File: src/rtl/rdtrunc_pkg.sv
`timescale 1ns/1ps
package rdtrunc_pkg;
   // {cs_n, ras_n, cas_n, we_n}
   typedef enum logic [3:0] {
      SD_READ = 4'b0101,
      SD_TERM = 4'b0110,
      SD_NOP  = 4'b0111
   } sd_cmd_e;
endpackage

File: src/rtl/rdtrunc_plan.sv
`timescale 1ns/1ps
// Decides, per request, whether the burst is cut short and how many words
// occupy the bus and how many are strobed to the requester.
module rdtrunc_plan #(
   parameter int LEN_W        = 10,
   parameter int BURST_LEN    = 8,
   parameter bit SUPPORT_PAGE = 1'b1
) (
   input  logic [LEN_W-1:0] len,
   input  logic             autopre,
   input  logic             page,
   output logic             trunc,
   output logic             ap_bit,
   output logic [LEN_W-1:0] bus_words,
   output logic [LEN_W-1:0] strobe_words
);
   localparam logic [LEN_W-1:0] BL = LEN_W'(BURST_LEN);

   logic page_eff;
   logic short_req;

   generate
      if (SUPPORT_PAGE) begin : g_page
         assign page_eff = page;
      end else begin : g_fixed
         logic unused_page;
         assign unused_page = page;
         assign page_eff    = 1'b0;
      end
   endgenerate

   always_comb begin
      short_req    = (len < BL);
      trunc        = page_eff | (~autopre & short_req);
      ap_bit       = ~page_eff & autopre;
      bus_words    = trunc ? len : BL;
      strobe_words = (trunc | short_req) ? len : BL;
   end
endmodule

File: src/rtl/rdtrunc_cmd.sv
`timescale 1ns/1ps
// Command sequencer: issues READ, counts edges from the READ edge, places
// BURST TERMINATE, and flags which edges carry returned words.
module rdtrunc_cmd
   import rdtrunc_pkg::*;
#(
   parameter int BANK_W = 2,
   parameter int COL_W  = 9,
   parameter int ADDR_W = 12,
   parameter int AP_BIT = 10,
   parameter int LEN_W  = 10,
   parameter int CYC_W  = LEN_W + 1
) (
   input  logic              clk,
   input  logic              rst_n,
   input  logic              start,
   input  logic              cl3,
   input  logic [BANK_W-1:0] bank,
   input  logic [COL_W-1:0]  col,
   input  logic              trunc,
   input  logic              ap_bit,
   input  logic [LEN_W-1:0]  bus_words,
   input  logic [LEN_W-1:0]  strobe_words,
   output logic              busy,
   output sd_cmd_e           cmd,
   output logic [BANK_W-1:0] ba,
   output logic [ADDR_W-1:0] addr,
   output logic              dqm,
   output logic              cap_strobe
);
   logic              busy_q;
   logic [CYC_W-1:0]  cyc_q;
   logic [LEN_W-1:0]  words_q;
   logic [LEN_W-1:0]  strobes_q;
   logic              trunc_q;
   logic              cl3_q;
   sd_cmd_e           cmd_q;
   logic [BANK_W-1:0] ba_q;
   logic [ADDR_W-1:0] addr_q;
   logic              dqm_q;

   logic [CYC_W-1:0]  lat;
   logic [CYC_W-1:0]  word_idx;
   logic              in_data;
   logic              last_word;
   logic              term_next;
   logic [ADDR_W-1:0] addr_next;

   always_comb begin
      lat       = cl3_q ? CYC_W'(3) : CYC_W'(2);
      in_data   = busy_q && (cyc_q >= lat);
      word_idx  = cyc_q - lat;
      last_word = in_data && (word_idx == CYC_W'(words_q) - CYC_W'(1));
      term_next = trunc_q && ((cyc_q + CYC_W'(1)) == CYC_W'(words_q));
      addr_next = '0;
      addr_next[COL_W-1:0] = col;
      addr_next[AP_BIT]    = ap_bit;
   end

   always_ff @(posedge clk) begin
      if (!rst_n) begin
         busy_q    <= 1'b0;
         cyc_q     <= '0;
         words_q   <= '0;
         strobes_q <= '0;
         trunc_q   <= 1'b0;
         cl3_q     <= 1'b0;
         cmd_q     <= SD_NOP;
         ba_q      <= '0;
         addr_q    <= '0;
         dqm_q     <= 1'b1;
      end else if (start) begin
         busy_q    <= 1'b1;
         cyc_q     <= '0;
         words_q   <= bus_words;
         strobes_q <= strobe_words;
         trunc_q   <= trunc;
         cl3_q     <= cl3;
         cmd_q     <= SD_READ;
         ba_q      <= bank;
         addr_q    <= addr_next;
         dqm_q     <= 1'b0;
      end else if (busy_q) begin
         cyc_q <= cyc_q + CYC_W'(1);
         cmd_q <= term_next ? SD_TERM : SD_NOP;
         if (last_word) begin
            busy_q <= 1'b0;
            dqm_q  <= 1'b1;
         end
      end
   end

   assign busy       = busy_q;
   assign cmd        = cmd_q;
   assign ba         = ba_q;
   assign addr       = addr_q;
   assign dqm        = dqm_q;
   assign cap_strobe = in_data && (word_idx < CYC_W'(strobes_q));
endmodule

File: src/rtl/rdtrunc_cap.sv
`timescale 1ns/1ps
// Read-data capture register with a one-cycle valid strobe.
module rdtrunc_cap #(
   parameter int DATA_W = 16
) (
   input  logic              clk,
   input  logic              rst_n,
   input  logic              strobe,
   input  logic [DATA_W-1:0] dq,
   output logic              valid,
   output logic [DATA_W-1:0] data
);
   always_ff @(posedge clk) begin
      if (!rst_n) begin
         valid <= 1'b0;
         data  <= '0;
      end else begin
         valid <= strobe;
         if (strobe) data <= dq;
      end
   end
endmodule

File: src/rtl/rdtrunc_seq.sv
`timescale 1ns/1ps
module rdtrunc_seq
   import rdtrunc_pkg::*;
#(
   parameter int BANK_W       = 2,
   parameter int COL_W        = 9,
   parameter int ADDR_W       = 12,
   parameter int AP_BIT       = 10,
   parameter int LEN_W        = 10,
   parameter int BURST_LEN    = 8,
   parameter int DATA_W       = 16,
   parameter bit SUPPORT_PAGE = 1'b1
) (
   input  logic              clk,
   input  logic              rst_n,
   input  logic              cfg_cl3,
   input  logic              cfg_page,
   input  logic              req_valid,
   input  logic [BANK_W-1:0] req_bank,
   input  logic [COL_W-1:0]  req_col,
   input  logic [LEN_W-1:0]  req_len,
   input  logic              req_autopre,
   output logic              busy,
   output logic              sd_cs_n,
   output logic              sd_ras_n,
   output logic              sd_cas_n,
   output logic              sd_we_n,
   output logic [BANK_W-1:0] sd_ba,
   output logic [ADDR_W-1:0] sd_addr,
   output logic              sd_dqm,
   input  logic [DATA_W-1:0] sd_dq_in,
   output logic              rd_valid,
   output logic [DATA_W-1:0] rd_data
);
   localparam int CYC_W = LEN_W + 1;

   generate
      if (AP_BIT >= ADDR_W || COL_W > AP_BIT) begin : g_bad_addr
         $error("rdtrunc_seq: column must fit below AP_BIT, AP_BIT inside ADDR_W");
      end
      if (BURST_LEN != 1 && BURST_LEN != 2 && BURST_LEN != 4 && BURST_LEN != 8) begin : g_bad_bl
         $error("rdtrunc_seq: BURST_LEN must be 1, 2, 4 or 8");
      end
      if (LEN_W < 4 || (SUPPORT_PAGE && LEN_W < COL_W + 1)) begin : g_bad_len
         $error("rdtrunc_seq: LEN_W too narrow for the burst or page length");
      end
   endgenerate

   logic             trunc;
   logic             ap_bit;
   logic [LEN_W-1:0] bus_words;
   logic [LEN_W-1:0] strobe_words;
   logic             start;
   logic             cap_strobe;
   sd_cmd_e          cmd;

   assign start = req_valid && !busy && (req_len != '0);

   rdtrunc_plan #(
      .LEN_W(LEN_W), .BURST_LEN(BURST_LEN), .SUPPORT_PAGE(SUPPORT_PAGE)
   ) u_plan (
      .len(req_len), .autopre(req_autopre), .page(cfg_page),
      .trunc(trunc), .ap_bit(ap_bit),
      .bus_words(bus_words), .strobe_words(strobe_words)
   );

   rdtrunc_cmd #(
      .BANK_W(BANK_W), .COL_W(COL_W), .ADDR_W(ADDR_W), .AP_BIT(AP_BIT),
      .LEN_W(LEN_W), .CYC_W(CYC_W)
   ) u_cmd (
      .clk(clk), .rst_n(rst_n), .start(start), .cl3(cfg_cl3),
      .bank(req_bank), .col(req_col), .trunc(trunc), .ap_bit(ap_bit),
      .bus_words(bus_words), .strobe_words(strobe_words),
      .busy(busy), .cmd(cmd), .ba(sd_ba), .addr(sd_addr), .dqm(sd_dqm),
      .cap_strobe(cap_strobe)
   );

   rdtrunc_cap #(.DATA_W(DATA_W)) u_cap (
      .clk(clk), .rst_n(rst_n), .strobe(cap_strobe), .dq(sd_dq_in),
      .valid(rd_valid), .data(rd_data)
   );

   assign {sd_cs_n, sd_ras_n, sd_cas_n, sd_we_n} = cmd;
endmodule

File: config.mk
export PLATFORM = sky130hd
export DESIGN_NAME = rdtrunc_seq
export DESIGN_NICKNAME = d
export VERILOG_FILES = /design/src/rtl/rdtrunc_pkg.sv /design/src/rtl/rdtrunc_plan.sv /design/src/rtl/rdtrunc_cmd.sv /design/src/rtl/rdtrunc_cap.sv /design/src/rtl/rdtrunc_seq.sv
export SDC_FILE = /design/constraint.sdc
export NUM_CORES = 1
export LEC_CHECK = 0
export ABC_AREA = 0
export BUFFER_PORTS_ARGS = -buffer_cell sky130_fd_sc_hd__buf_2
export CAP_MARGIN = 15
export CORE_ASPECT_RATIO = 0.75
export CORE_MARGIN = 1.5
export CORE_UTILIZATION = 45
export CTS_CLUSTER_DIAMETER = 100
export CTS_CLUSTER_SIZE = 25
export DETAILED_ROUTE_END_ITERATION = 10
export PLACE_DENSITY = 0.72
export SLEW_MARGIN = 20
export SYNTH_ARGS = -nofsm -noshare
export SYNTH_HDL_FRONTEND = slang
export SYNTH_SLANG_ARGS = --single-unit
File: constraint.sdc
create_clock -name clk -period 3.4 [get_ports clk]
set_input_delay 0.68 -clock clk [delete_from_list [all_inputs] [get_ports clk]]
set_output_delay 0.68 -clock clk [all_outputs]
set_load 0.005 [all_outputs]
==> results of run 1 <==
[worst max path at each step]
stage / start / end / slack [ns] / cells past startpoint
6_report: u_cmd.cyc_q[0] / u_cap.data[3] / 0.10 / 15
5_1_grt: u_cmd.cyc_q[0] / u_cap.data[10] / -0.009 / 15
4_1_cts: u_cmd.cyc_q[0] / u_cap.data[15] / 0.04 / 14
3_5_place_dp: u_cmd.cyc_q[0] / u_cap.data[9] / -0.005 / 14
3_3_place_gp: u_cmd.cyc_q[0] / u_cap.data[8] / 0.13 / 14
2_1_floorplan: u_cmd.cyc_q[0] / u_cap.data[10] / 0.11 / 15
[registers in the layout, summed over array words and instances (netlist names)]
register         cells
u_cap.data          16
u_cmd.cyc_q         11
u_cmd.addr          10
u_cmd.strobes_q     10
u_cmd.words_q       10
u_cmd.ba             2
u_cmd.cmd            2
u_cap.valid          1
u_cmd.busy           1
u_cmd.cl3_q          1
u_cmd.dqm            1
u_cmd.trunc_q        1
[cell usage in the layout, fill, tap and decap left out, types with 3 or more instances in the layout]
cell type and n:
sky130_fd_sc_hd__and3_1 4, sky130_fd_sc_hd__nand2b_1 4, sky130_fd_sc_hd__a211oi_1 3, sky130_fd_sc_hd__or4_1 3
sky130_fd_sc_hd__nand2_1 59, sky130_fd_sc_hd__dfxtp_1 65, sky130_fd_sc_hd__clkbuf_8 10, sky130_fd_sc_hd__o21ai_0 3
sky130_fd_sc_hd__inv_1 17, sky130_fd_sc_hd__buf_4 13, sky130_fd_sc_hd__xnor2_1 28, sky130_fd_sc_hd__a21oi_1 44
sky130_fd_sc_hd__nor3_1 11, sky130_fd_sc_hd__nor4_1 4, sky130_fd_sc_hd__buf_2 75, sky130_fd_sc_hd__nor2_1 37
sky130_fd_sc_hd__xor2_1 16, sky130_fd_sc_hd__a22oi_1 4, sky130_fd_sc_hd__ha_1 11, sky130_fd_sc_hd__nand3_1 29
sky130_fd_sc_hd__nor3b_1 3, sky130_fd_sc_hd__conb_1 4, sky130_fd_sc_hd__mux2i_1 18
[stage by stage]
step | hold slack (ns) | worst slack, ns
2_1_floorplan | 0.429 | 0.109
5_1_grt | 0.481 | -0.00877
3_5_place_dp | 0.447 | -0.00466
3_3_place_gp | 0.439 | 0.134
4_1_cts | 0.457 | 0.0396
6_report | 0.457 | 0.104
[area by class of cell]
class	instances	area, µm²
clock buffers	10	138
inverters	20	75.1
well taps	101	126
flip-flops and latches	66	1320
clock inverters	5	62.6
repair buffers	91	543
multi-input cells	320	2050
fillers	695	3180
[tightest hold or removal path, cell delays in order (launching register included)]
cell	delay (ns)
sky130_fd_sc_hd__dfxtp_1	0.31
sky130_fd_sc_hd__nand2_1	0.05
sky130_fd_sc_hd__a21oi_1	0.05
[where the power goes]
part           internal, µW  switching, µW  leakage (µW)
Sequential              795           23.8      0.000537
Combinational           106            126       0.00132
Clock                   358            321     0.0000950
Total                  1260            471       0.00196
[cell families (layout without fill, tap and decap cells)]
kind of cell | after synthesis | count (layout) | share of synthesized area (%)
flip-flops | 66 | 66 | 37.2
AND/OR/NAND/NOR | 168 | 168 | 22.8
AO/OA/AOI/OAI | 72 | 72 | 12.1
multiplexers | 18 | 18 | 5.08
XOR/XNOR | 44 | 44 | 10.9
adder cells (fa/ha/maj) | 14 | 14 | 4.94
buffers and inverters | 55 | 126 | 6.77
other | 2 | 4 | 0.212
[repair_timing]
item	in CTS	in global routing
hold buffers	0	0
setup endpoints to repair	14	16
cloned	0	2
buffers inserted	0	1
resized for setup	1	10
hold endpoints to repair	0	0
pin swaps	1	5
[routing by layer]
layer  vias to the layer above  wire, µm  GRT usage (%)
li1                       1615         -              -
met1                      1522      4200           28.9
met2                       124      4160           34.5
met3                        10       670           7.02
met4                         0        52           4.59
met5                         -         0              0
==> results.txt, run 1 <==
----------------------------------------------------
[Synthesis]
  Top cells by area, synth ... sky130_fd_sc_hd__dfxtp_1, sky130_fd_sc_hd__xnor2_1, sky130_fd_sc_hd__nand2_1, sky130_fd_sc_hd__a21oi_1, sky130_fd_sc_hd__mux2i_1
  Yosys synthesis warning count ... 0
  Most common cell in the synthesized netlist ... sky130_fd_sc_hd__dfxtp_1
  Number of flip-flops and latches in the synthesized netlist ... between 60 and 70
  Proportion of synthesized flip-flops having asynchronous set or reset ... 0%
  Area fraction of the dominant cell type after synthesis ... between 30% and 40%
  EDFF count, synth ... 0
  Summed instance area of the synthesized netlist ... around 3500 µm²
  Post-Synthesis Mean Instance Area ... approximately 8.1 µm²
  Netlist cell types ... 52
  Cell taking the most area after synthesis ... sky130_fd_sc_hd__dfxtp_1
  Most frequent cells after synthesis ... sky130_fd_sc_hd__dfxtp_1, sky130_fd_sc_hd__nand2_1, sky130_fd_sc_hd__a21oi_1
  Main flop type after synthesis ... sky130_fd_sc_hd__dfxtp_1
  Seq/Total Area, Yosys ... around 37%
  Post-synthesis cell count ... 439

[Floorplanning]
  Vertical die dimension ... 79.9 µm
  Core area ... ~7500 µm²
  Width of the chip ... approximately 110 µm
  Std cell rows ... 27
  Starting Density ... a little under half
  I/O Pins ... 80
  Die Outline Area ... about 8400 µm²

[Run]
  Number of maximum-capacitance constraint violations ... 0

[Clock tree]
  Master cell of the clock root buffer ... sky130_fd_sc_hd__clkbuf_8
  Clock input transition at the sequential cells of the worst setup and hold paths ... about 0.08 ns
  Number of sinks driven by the clock tree ... 66
  TritonCTS clock tree ... built
  CTS H-tree depth ... 3
  Number of buffers inserted during clock tree synthesis ... 9
  Deepest clock path buffer count ... 2
  Worst-Skew Late Latency ... 0.35 ns

[Worst setup path]
  WP data required ... between 3 and 4 ns
  Cell family with most CP delay ... simple AND/OR/NAND/NOR gates
  Slack of the worst reg-to-reg path ... roughly 0.10 ns
  Maximum net fanout on the critical path ... 8
  Worst Path Arrival ... ~3.5 ns
  Category of the critical setup timing path ... register to register
  Cell breakdown of the critical path ... inv_1, ha_2, inv_2, ha_4, or4_4, o21a_1, or2_4, ha_4, and4_4, buf_4, nand2_1, o2111ai_4, clkbuf_16, mux2i_1, nor2_1
  Destination of the worst register-to-register timing path ... u_cap.data[3]
  Worst reg2reg path depth ... 15
  Number of buffer and inverter stages on the critical path ... 4
  Worst flop-to-flop path startpoint ... u_cmd.cyc_q[0]
  Crit-path most repeated cell ... sky130_fd_sc_hd__ha_4
  Delay of the slowest critical-path stage ... slightly above 0.4 ns
  Crit path max-delay cell type ... sky130_fd_sc_hd__or4_4
  Kind of launch point of the worst setup path ... register
  Critical Path Sink Type ... register

[GRT]
  Maximum number of pins on one net before global-route repair ... 65
  Antenna violations before repair ... 0
  Wire length of the first global-routing pass ... around 15 mm
  Number of global-route vias before repair ... around 3000
  Global-route total usage across every layer ... between 20 and 25%
  Remaining global-route overflow ... 0

[Final layout]
  Layout overhead on the synthesized area ... 21.8%
  Inserted Diodes ... 0
  Cell area after layout ... roughly 4300 µm²
  Number of cells in the finished layout apart from fillers ... between 600 and 700
  Nets ... 565
  Final core area utilization ... 57.6%
  Layout cell share with drive strength beyond 1 ... roughly a quarter

[Run status]
  Outcome ... completed

[Routing]
  Total detailed-routing wirelength ... around 9.1 mm
  Pre-antenna DRT Iters ... 5
  DR vias ... roughly 3300
  DRC violations left ... 0
  Number of DRC markers in iteration 0 ... about 200
  Routed wire per std cell ... 14.8 µm
  Drt via density ... around 5.3
  Antenna-violating nets left ... 0

[STA]
  Worst setup skew after layout ... between 0.01 and 0.015 ns
  Minimum clock period after layout ... 3.30 ns
  Final worst-path cycle share ... a little over nine tenths
  Count of final hold-check violations ... 0
  Transition time of the tightest slew-check pin ... 1.08 ns
  Final count of pins violating max slew ... 0
  Headroom to the max-slew limit ... 27.8%
  TNS Setup ... 0 ns
  Setup Viol. Count Final ... 0
  Peak clock frequency supported by timing ... around 300 MHz

[Place]
  Placed Cells incl. Taps ... roughly 600
  Placed instance area ... roughly 4000 µm²
  Final HPWL from detailed placement ... ~6.5 mm
  Global placer's final weighted congestion ... ~0.9
  Count of input and output buffers ... 75

[Power]
  Power, Total ... 1730 µW
  Power per cell area ... 400 nW/µm²
  Leak ... slightly below 0.002 µW
  VDD IR max ... 0.331 mV

[Hold path]
  Startpoint of the worst hold path ... u_cmd.addr[10]
  Worst hold path stage count ... 2
  Worst hold-check path type ... register to register
  Worst hold path endpoint ... u_cmd.addr[10]

----------------------------------------------------
Power figures use the tool's default switching activity.
==> run 2: changes to the inputs <==
- CELL_PAD_IN_SITES_DETAIL_PLACEMENT: default -> 1
- CELL_PAD_IN_SITES_GLOBAL_PLACEMENT: default -> 2
- CORE_UTILIZATION: 45 -> 28
- PLACE_DENSITY: 0.72 -> 0.77
==> run 2 against run 1 <==
  * Non-clock buffer count grew 1
  * Utilization shrank 21 points
  * Maximum frequency grew 1.9%
  * Clock skew shrank 0.0051 ns
  * Worst setup slack gained 0.062 ns
  * Largest cell class unchanged
  * Combinational power grew 6%
  * Sequential share of layout area shrank 1.6 points
  * Via count shrank 1.2%
  * Hold slack lost 0.0059 ns
  * Clock power grew 52%
  * Sequential power is essentially flat
  * Die area grew 58%
==> results.txt, run 2 (same netlist as run 1, synthesis figures left out) <==
----------------------------------------------------
[Run status]
  Outcome ... completed

[Power]
  Power per cell area ... 460 nW/µm²
  VDD IR max ... 0.282 mV
  Leak ... approximately 0.0020 µW

[Clock tree]
  Clock input transition at the sequential cells of the worst setup and hold paths ... approximately 0.060 ns
  Post-cts hold buffer count ... 0
  TritonCTS clock tree ... built
  Worst-Skew Late Latency ... roughly 0.34 ns
  CTS H-tree depth ... 3
  Number of buffers inserted during clock tree synthesis ... 9
  Number of sinks driven by the clock tree ... 66
  Setup bufs post-CTS ... 0
  Deepest clock path buffer count ... 2
  Master cell of the clock root buffer ... sky130_fd_sc_hd__clkbuf_16

[Worst setup path]
  Delay of the slowest critical-path stage ... around 0.42 ns
  Maximum net fanout on the critical path ... 8
  Kind of launch point of the worst setup path ... register
  Category of the critical setup timing path ... register to register
  Destination of the worst register-to-register timing path ... u_cap.data[2]
  Number of buffer and inverter stages on the critical path ... 2
  Critical Path Sink Type ... register
  Slack of the worst reg-to-reg path ... between 0.15 and 0.2 ns
  Worst flop-to-flop path startpoint ... u_cmd.cl3_q
  WP data required ... around 3.6 ns
  Cell family with most CP delay ... simple AND/OR/NAND/NOR gates
  Crit-path most repeated cell ... sky130_fd_sc_hd__ha_2
  Worst reg2reg path depth ... 13
  Cell breakdown of the critical path ... ha_2, inv_1, ha_2, or4_4, nor3_1, or2_4, ha_4, and4_4, a221oi_4, o2111ai_4, clkbuf_16, mux2i_1, nor2_1
  Worst Path Arrival ... approximately 3.5 ns
  Crit path max-delay cell type ... sky130_fd_sc_hd__or4_4
  Stages on worst setup path ... 13

[Floorplanning]
  Die Outline Area ... roughly 13000 µm²
  Std cell rows ... 35
  Starting Density ... 28.8%
  Vertical die dimension ... 100 µm
  Core area ... ~12000 µm²
  Width of the chip ... ~130 µm
  I/O Pins ... 80

[STA]
  Final count of pins violating max slew ... 0
  Transition time of the tightest slew-check pin ... between 0.9 and 1 ns
  Worst setup skew after layout ... 0.00756 ns
  Headroom to the max-slew limit ... just under 40%
  Peak clock frequency supported by timing ... 309 MHz
  Count of final hold-check violations ... 0
  Setup Viol. Count Final ... 0
  Minimum clock period after layout ... ~3.2 ns
  Final worst-path cycle share ... 95.1%

[GRT]
  Global-route total usage across every layer ... 16.3%
  Wire length of the first global-routing pass ... 17.1 mm
  Number of global-route vias before repair ... between 3000 and 4000
  Antenna violations before repair ... 0
  Maximum number of pins on one net before global-route repair ... between 40 and 50
  Remaining global-route overflow ... 0

[Routing]
  Antenna-violating nets left ... 0
  DR vias ... about 3200
  Pre-antenna DRT Iters ... 4
  Number of DRC markers in iteration 0 ... between 100 and 150
  DRC violations left ... 0
  Total detailed-routing wirelength ... 10.5 mm
  Drt via density ... 4.75
  Routed wire per std cell ... between 15 and 20 µm

[Hold path]
  Worst hold path endpoint ... u_cmd.addr[7]
  Worst hold-check path type ... register to register
  Worst hold path stage count ... 2
  Startpoint of the worst hold path ... u_cmd.addr[7]

[Final layout]
  Nets ... approximately 570
  Cell area after layout ... ~4500 µm²
  Most flops, register ... u_cap.data
  Regs by FF count ... u_cap.data: 16 flops, u_cmd.cyc_q: 11 flops
  Inserted Diodes ... 0
  Max FFs per register ... 16
  Highest-count cells in the layout ignoring fill and taps ... sky130_fd_sc_hd__buf_2, sky130_fd_sc_hd__dfxtp_1, sky130_fd_sc_hd__nand2_1
  Most common cell after layout, fill and taps aside ... sky130_fd_sc_hd__buf_2
  Layout overhead on the synthesized area ... 28.2%
  Layout cell share with drive strength beyond 1 ... between 20% and 30%
  Final core area utilization ... between 30% and 40%

[Place]
  Placed instance area ... slightly above 4000 µm²
  Global placer's final weighted congestion ... between 0.8 and 0.9
  Count of input and output buffers ... 75
  Final HPWL from detailed placement ... a little under 8 mm

[Run]
  Number of maximum-capacitance constraint violations ... 0

----------------------------------------------------
-- run 2: worst min-delay path: stages (launching register included) --
cell and delay [ns]:
sky130_fd_sc_hd__dfxtp_1 0.30, sky130_fd_sc_hd__nand2_1 0.05, sky130_fd_sc_hd__a21oi_1 0.05
-- run 2: per-layer routing --
metal  GRT usage [%]  share of wire [%]  wire [µm]
met1            21.7                 51       5350
met2            26.4                 44       4630
met3            5.18                4.7        494
met4            2.79               0.35         37
met5               0                  0          0
-- run 2: report_power, final --
group | switching [µW] | internal [µW]
clock | 380 | 649
combinational | 135 | 110
sequential | 19.9 | 796
-- run 2: final cells by class --
cell class,count,area [µm²]
clock buffer,9,225
clock inverter,7,101
fill,1476,7760
inverter,20,75.1
multi-input combinational,320,2060
sequential,66,1320
tap,166,208
timing repair buffer,92,563
-- run 2: how the worst max path moves through the flow --
stage | startpoint | endpoint | slack [ns]
floorplan | u_cmd.cyc_q[0] | u_cap.data[10] | 0.11
global placement | u_cmd.cyc_q[0] | u_cap.data[11] | 0.16
detailed placement | u_cmd.cyc_q[0] | u_cap.data[2] | 0.02
CTS | u_cmd.cl3_q | u_cap.data[2] | 0.07
global route | u_cmd.cyc_q[0] | u_cap.data[2] | -0.07
finish | u_cmd.cl3_q | u_cap.data[2] | 0.17
-- run 2: stage by stage --
step                      std cells  hold WS, ns  setup TNS [ns]  setup WS (ns)  total power [µW]
after floorplan                 441        0.429               0          0.109               986
after global placement          662        0.440               0          0.162              1060
after detailed placement        662        0.443               0         0.0156              1070
after CTS                       678        0.451               0         0.0668              2110
after global routing            680        0.476          -0.849        -0.0665              2180
final                           680        0.451               0          0.166              2090
-- run 2: repair_timing --
item / CTS / global route
gates resized for setup: 1 / 8
gates cloned: 0 / 2
endpoints found under the setup margin: 1 / 16
pin swaps: 0 / 2
